$ cat config.mk
export PLATFORM = sky130hd
export DESIGN_NAME = rd_lat_align
export DESIGN_NICKNAME = d
export VERILOG_FILES = /design/src/rtl/rla_pkg.sv /design/src/rtl/rla_burst_gen.sv /design/src/rtl/rla_lat_pipe.sv /design/src/rtl/rla_mask_dly.sv /design/src/rtl/rd_lat_align.sv
export SDC_FILE = /design/constraint.sdc
export NUM_CORES = 1
export LEC_CHECK = 0
export BUFFER_PORTS_ARGS = -buffer_cell sky130_fd_sc_hd__buf_2
export CAP_MARGIN = 20
export CORE_UTILIZATION = 42
export DETAILED_ROUTE_END_ITERATION = 10
export GPL_ROUTABILITY_DRIVEN = 0
export PLACE_DENSITY_LB_ADDON = 0.3
export REMOVE_ABC_BUFFERS = 1
export SETUP_SLACK_MARGIN = 0.05
export SLEW_MARGIN = 20
export SYNTH_ARGS = -nofsm -noshare
export SYNTH_HDL_FRONTEND = slang
export SYNTH_SLANG_ARGS = --single-unit
$ cat constraint.sdc
create_clock -name clk -period 1.2 [get_ports clk]
set_clock_uncertainty 0.15 [all_clocks]
set_input_delay 0.18 -clock clk [delete_from_list [all_inputs] [get_ports clk]]
set_output_delay 0.18 -clock clk [all_outputs]
set_load 0.01 [all_outputs]
$ cat src/rtl/rla_pkg.sv
package rla_pkg;

  // One pipeline slot: a beat is present, and whether it was cancelled.
  typedef struct packed {
    logic vld;
    logic cxl;
  } rla_slot_t;

endpackage

$ cat src/rtl/rla_burst_gen.sv
module rla_burst_gen #(
  parameter int BLEN_W = 2
) (
  input  logic              clk,
  input  logic              rst_n,
  input  logic              rd_cmd,
  input  logic [BLEN_W-1:0] rd_blen,
  input  logic              stop_req,
  output logic              beat_vld,
  output logic              beat_cxl,
  output logic              gen_busy
);

  localparam int BL_MAX = 1 << ((1 << BLEN_W) - 1);
  localparam int CW     = $clog2(BL_MAX);

  logic [CW-1:0] left_q;
  logic [CW-1:0] left_d;
  logic [CW-1:0] load_v;

  always_comb begin
    load_v = CW'((1 << rd_blen) - 1);
  end

  // A read always produces a beat; otherwise the remaining count does.
  // A stop claims the current slot as cancelled and clears the rest.
  assign gen_busy = (left_q != '0);
  assign beat_vld = rd_cmd | gen_busy;
  assign beat_cxl = ~rd_cmd & stop_req & gen_busy;

  always_comb begin
    if (rd_cmd)         left_d = load_v;
    else if (stop_req)  left_d = '0;
    else if (gen_busy)  left_d = left_q - 1'b1;
    else                left_d = '0;
  end

  always_ff @(posedge clk) begin
    if (!rst_n) left_q <= '0;
    else        left_q <= left_d;
  end


  stop_flush_chk: assert property (@(posedge clk) disable iff (!rst_n)
    (stop_req && !rd_cmd) |=> (left_q == '0));


  beat_countdown_chk: assert property (@(posedge clk) disable iff (!rst_n)
    (gen_busy && !rd_cmd && !stop_req) |=> (left_q == $past(left_q) - 1'b1));

endmodule

$ cat src/rtl/rla_lat_pipe.sv
module rla_lat_pipe
  import rla_pkg::*;
#(
  parameter int LAT_LO = 2,
  parameter int LAT_HI = 3
) (
  input  logic clk,
  input  logic rst_n,
  input  logic lat_sel,
  input  logic hold,
  input  logic ins_vld,
  input  logic ins_cxl,
  output logic tail_vld,
  output logic tail_cxl,
  output logic pipe_busy
);

  localparam int DEPTH     = LAT_HI;
  localparam int IW        = (DEPTH > 1) ? $clog2(DEPTH) : 1;
  localparam int SHORT_IDX = LAT_HI - LAT_LO;

  rla_slot_t stg [DEPTH];
  rla_slot_t nxt [DEPTH];
  rla_slot_t ins;
  logic      lat_hi_q;
  logic [IW-1:0] ins_idx;

  assign ins     = '{vld: ins_vld, cxl: ins_cxl};
  assign ins_idx = lat_hi_q ? IW'(0) : IW'(SHORT_IDX);

  // Shorter latency enters further down the chain; the tail is fixed.
  for (genvar i = 0; i < DEPTH; i++) begin : g_stage
    if (i == 0) begin : g_head
      assign nxt[i] = (ins_idx == IW'(0)) ? ins : '0;
    end else begin : g_body
      assign nxt[i] = (ins_idx == IW'(i)) ? ins : stg[i-1];
    end
  end

  always_ff @(posedge clk) begin
    if (!rst_n) begin
      for (int i = 0; i < DEPTH; i++) stg[i] <= '0;
    end else begin
      for (int i = 0; i < DEPTH; i++) stg[i] <= nxt[i];
    end
  end

  always_comb begin
    pipe_busy = 1'b0;
    for (int i = 0; i < DEPTH; i++) pipe_busy = pipe_busy | stg[i].vld;
  end

  // Latency setting is adopted only when nothing is or is about to be in flight.
  always_ff @(posedge clk) begin
    if (!rst_n)                   lat_hi_q <= 1'b0;
    else if (!pipe_busy && !hold) lat_hi_q <= lat_sel;
  end

  assign tail_vld = stg[DEPTH-1].vld;
  assign tail_cxl = stg[DEPTH-1].cxl;


  lat_hold_chk: assert property (@(posedge clk) disable iff (!rst_n)
    pipe_busy |=> $stable(lat_hi_q));


  short_lat_head_chk: assert property (@(posedge clk) disable iff (!rst_n)
    !lat_hi_q |-> !stg[0].vld);

endmodule

$ cat src/rtl/rla_mask_dly.sv
module rla_mask_dly #(
  parameter int DLY = 2
) (
  input  logic clk,
  input  logic rst_n,
  input  logic mask_req,
  output logic mask_late
);

  logic [DLY-1:0] sr_q;

  if (DLY == 1) begin : g_one
    always_ff @(posedge clk) begin
      if (!rst_n) sr_q <= '0;
      else        sr_q <= mask_req;
    end
  end else begin : g_many
    always_ff @(posedge clk) begin
      if (!rst_n) sr_q <= '0;
      else        sr_q <= {sr_q[DLY-2:0], mask_req};
    end
  end

  assign mask_late = sr_q[DLY-1];

endmodule

$ cat src/rtl/rd_lat_align.sv
module rd_lat_align #(
  parameter int DW     = 8,
  parameter int BLEN_W = 2,
  parameter int LAT_LO = 2,
  parameter int LAT_HI = 3
) (
  input  logic              clk,
  input  logic              rst_n,
  input  logic              lat_sel,
  input  logic              rd_cmd,
  input  logic [BLEN_W-1:0] rd_blen,
  input  logic              stop_req,
  input  logic              mask_req,
  input  logic [DW-1:0]     dq_in,
  output logic              cap_en,
  output logic              rd_valid,
  output logic [DW-1:0]     rd_data
);

  localparam int MASK_DLY = 2;

  logic beat_vld, beat_cxl, gen_busy;
  logic tail_vld, tail_cxl, pipe_busy;
  logic mask_late;

  rla_burst_gen #(.BLEN_W(BLEN_W)) u_gen (
    .clk      (clk),
    .rst_n    (rst_n),
    .rd_cmd   (rd_cmd),
    .rd_blen  (rd_blen),
    .stop_req (stop_req),
    .beat_vld (beat_vld),
    .beat_cxl (beat_cxl),
    .gen_busy (gen_busy)
  );

  rla_lat_pipe #(.LAT_LO(LAT_LO), .LAT_HI(LAT_HI)) u_pipe (
    .clk       (clk),
    .rst_n     (rst_n),
    .lat_sel   (lat_sel),
    .hold      (gen_busy | rd_cmd),
    .ins_vld   (beat_vld),
    .ins_cxl   (beat_cxl),
    .tail_vld  (tail_vld),
    .tail_cxl  (tail_cxl),
    .pipe_busy (pipe_busy)
  );

  rla_mask_dly #(.DLY(MASK_DLY)) u_mask (
    .clk       (clk),
    .rst_n     (rst_n),
    .mask_req  (mask_req),
    .mask_late (mask_late)
  );

  assign cap_en = tail_vld & ~tail_cxl & ~mask_late;

  always_ff @(posedge clk) begin
    if (!rst_n) begin
      rd_valid <= 1'b0;
      rd_data  <= '0;
    end else begin
      rd_valid <= cap_en;
      if (cap_en) rd_data <= dq_in;
    end
  end


  mask_blank_chk: assert property (@(posedge clk) disable iff (!rst_n)
    $past(mask_req, 2) |-> !cap_en);


  data_hold_chk: assert property (@(posedge clk) disable iff (!rst_n)
    !rd_valid |-> $stable(rd_data));

endmodule

==> run metrics <==
vias in the first global route 571; Hold Slack between 0.003 and 0.004 ns; CTS max path bufs 2; Cells after DPL ~130; ant diodes 0; drt drc 0; Crit path arrival time approximately 1.4 ns; fin cells ~140; final wirelength roughly 1700 microns; fmax about 730 MHz; CP Class flop to flop; Clock Root Buffer clkbuf_4; CTS buffer count 3; Area Overhead vs Synth 53.86%; drt first pass iters 4; largest net degree at the start of global routing 13; synth unique cells 23; Hold Path Class input pin to flop; area of the multi-input gates roughly 380 sq um; CTS tree done; Overflow after GRT 0; fin nets 134; core box area between 0.0015 and 0.002 sq mm; Net Sw Frac 0.2468; Max VDD drop around 0.00068 V; Worst-Margin Slew 0.2886 ns; share of cells above drive strength 1 0.4872; Detailed Route Iter0 Violations 8; Synth top area share 0.5402; Max-slew headroom 0.8061; area leader, netlist dfxtp_1; Tcrit/Tclk final 1.140; Worst setup SP type flop; outcome finished with violations; Slew Viols, Final 0; DIE WIDTH 45.05 microns; YS warnings 0; H-tree depth 1; io pins 26; Setup Viol. Count Final 10; sequential fraction of design power 0.576; cell count after synthesis 73; GRT Util Overall 0.1733; Cell Int Power ~1 mW; Req. time, crit path 1.25 ns; crit end category flop; fin worst setup slack -0.1678 ns; DIE AREA 0.002029 sq mm; drt wl/cell between 10 and 15 microns; HPWL after DPL between 900 and 1000 microns; Area contributors post-synth dfxtp_1 (54%), mux2i_1 (10%), nor2b_1 (6.4%), and2_1 (4.8%), nor4_4 (2.7%); FILL cells around 130; Worst-path clk slew 0.12 ns; Final Hold Vio Count 0; sequential cell area fraction in the yosys report 0.5402; Initial Util 0.4507; Port Buffers 25; pwr dens about 1100 mW/mm^2; syn_area_per_cell 10.66 sq um; RSZ-0062 raised after global routing true; Die Y-Extent around 45 microns; via count ~670; leak pwr about 0.50 nW; FF+latch area about 440 sq um; Core Rows 15; worst-skew pair later-pin latency slightly below 0.3 ns; proportion of power drawn by combinational gates 0.167; minimum clock period between 1 and 1.5 ns; global-route wire length before repair roughly 2400 microns; Pwr Total 1.306 mW; max cap viols 0; mapped cell area roughly 780 sq um; initial antenna violation count 0; post-DR vias/cell roughly 4.7; ANT nets after route 0; failing checks setup timing; critical path fanouts, max 9; P_sw 0.3223 mW; #FFs+latches synth 21; CTS sink count 21; clock share of power 0.256
==> cell type report <==
class,instances,area share
sequential,21,0.3657
multi-input combinational,48,0.3156
timing repair buffer,43,0.2665
tap,25,0.02612
clock buffer,3,0.01881
clock inverter,1,0.004180
inverter,1,0.003135
==> cells in the mapped netlist <==
library cell and instances:
o311ai_0 1, a41o_1 1, o211ai_1 1, o31ai_1 1, nor3b_2 1, nand2_1 2
nor3_1 1, a21boi_0 1, nor4_4 1, a21oi_1 3, inv_1 1, nand2b_1 1
nand3_1 2, o21ai_0 3, mux2i_1 8, and2_1 6, nor3b_1 2, nor2_1 4
nor2b_1 8, dfxtp_1 21, clkbuf_1 2, a211oi_1 1, buf_4 1
==> kinds of logic (layout without fill, tap and decap cells) <==
group,count (synthesis),in the layout,synth area share
multiplexers,8,8,0.1029
flip-flops,21,21,0.5402
AND/OR/NAND/NOR,28,28,0.2315
AO/OA/AOI/OAI,12,12,0.1013
buffers and inverters,4,48,0.02412
==> repair_timing <==
item	in CTS	in global routing
endpoints found under the setup margin	14	24
hold buffers	10	0
setup buffers	2	1
gates resized for setup	11	21
pin swaps	4	7
hold endpoints to repair	10	0
==> path summary, 6_finish.rpt <==
check        slack [ns]                          end                   startpoint  depth (start not counted)
max reg2reg       -0.17      rd_data[5]$_SDFFE_PN0P_  u_pipe.stg[0][4]$_SDFF_PN0_                          5
min               0.003   u_gen.left_q[2]$_SDFF_PN0_                   rd_blen[1]                          3
max               -0.17      rd_data[5]$_SDFFE_PN0P_  u_pipe.stg[0][4]$_SDFF_PN0_                          5
min reg2reg        0.30  u_pipe.stg[0][4]$_SDFF_PN0_  u_pipe.stg[0][2]$_SDFF_PN0_                          1
==> metal layers <==
| layer | global-route usage | vias to the layer above | wire [microns] |
|---|---|---|---|
| met5 | 0 | - | 0 |
| met4 | 0.1273 | 0 | 18 |
| met3 | 0.02400 | 2 | 47 |
| met2 | 0.2928 | 16 | 942 |
| met1 | 0.1980 | 307 | 700 |
| li1 | - | 344 | - |
==> placed cells by master, fill, tap and decap left out, types with 2 or more instances in the layout <==
| cell type | netlist | layout |
|---|---|---|
| a21oi_1 | 3 | 3 |
| and2_1 | 6 | 6 |
| buf_2 | 0 | 22 |
| buf_4 | 1 | 4 |
| buf_6 | 0 | 7 |
| clkbuf_4 | 0 | 3 |
| dfxtp_1 | 21 | 9 |
| dfxtp_2 | 0 | 11 |
| dlygate4sd3_1 | 0 | 10 |
| mux2i_1 | 8 | 6 |
| mux2i_2 | 0 | 2 |
| nand2_1 | 2 | 2 |
| nand3_1 | 2 | 2 |
| nor2_1 | 4 | 3 |
| nor2b_1 | 8 | 8 |
| o21ai_1 | 0 | 2 |
==> registers in the layout (all words and copies together) (netlist names) <==
signal,cells
rd_valid,1
u_mask.sr_q,2
u_gen.left_q,3
u_pipe.stg,6
rd_data,8
u_pipe.lat_hi_q,1
==> power by group through the flow <==
stage / combinational (mW) / clock (mW) / sequential [mW]
floorplan: 0.0707 / 0 / 0.769
global placement: 0.150 / 0 / 0.762
detailed placement: 0.152 / 0 / 0.763
CTS: 0.193 / 0.349 / 0.749
global route: 0.234 / 0.374 / 0.757
finish: 0.219 / 0.335 / 0.753
==> worst max-delay path, cell delays in order (launching register included) <==
cell and delay [ns]:
dfxtp_1 0.33, nor3b_2 0.19, buf_6 0.12, buf_6 0.15, mux2i_2 0.25, nor2b_1 0.08
==> metrics by stage <==
stage                     utilization  cell area (sq um)  worst slack [ns]  setup TNS (ns)
after global routing           0.6935               1197           -0.2129          -1.598
after detailed placement       0.5543              957.2          -0.05011         -0.1759
final                          0.6935               1197           -0.1678          -1.019
after CTS                      0.6536               1129           -0.1707          -1.223
after global placement         0.5543              957.2         -0.006726        -0.01888
after floorplan                     -              763.2           -0.3317          -2.933
Power figures use the tool's default switching activity.
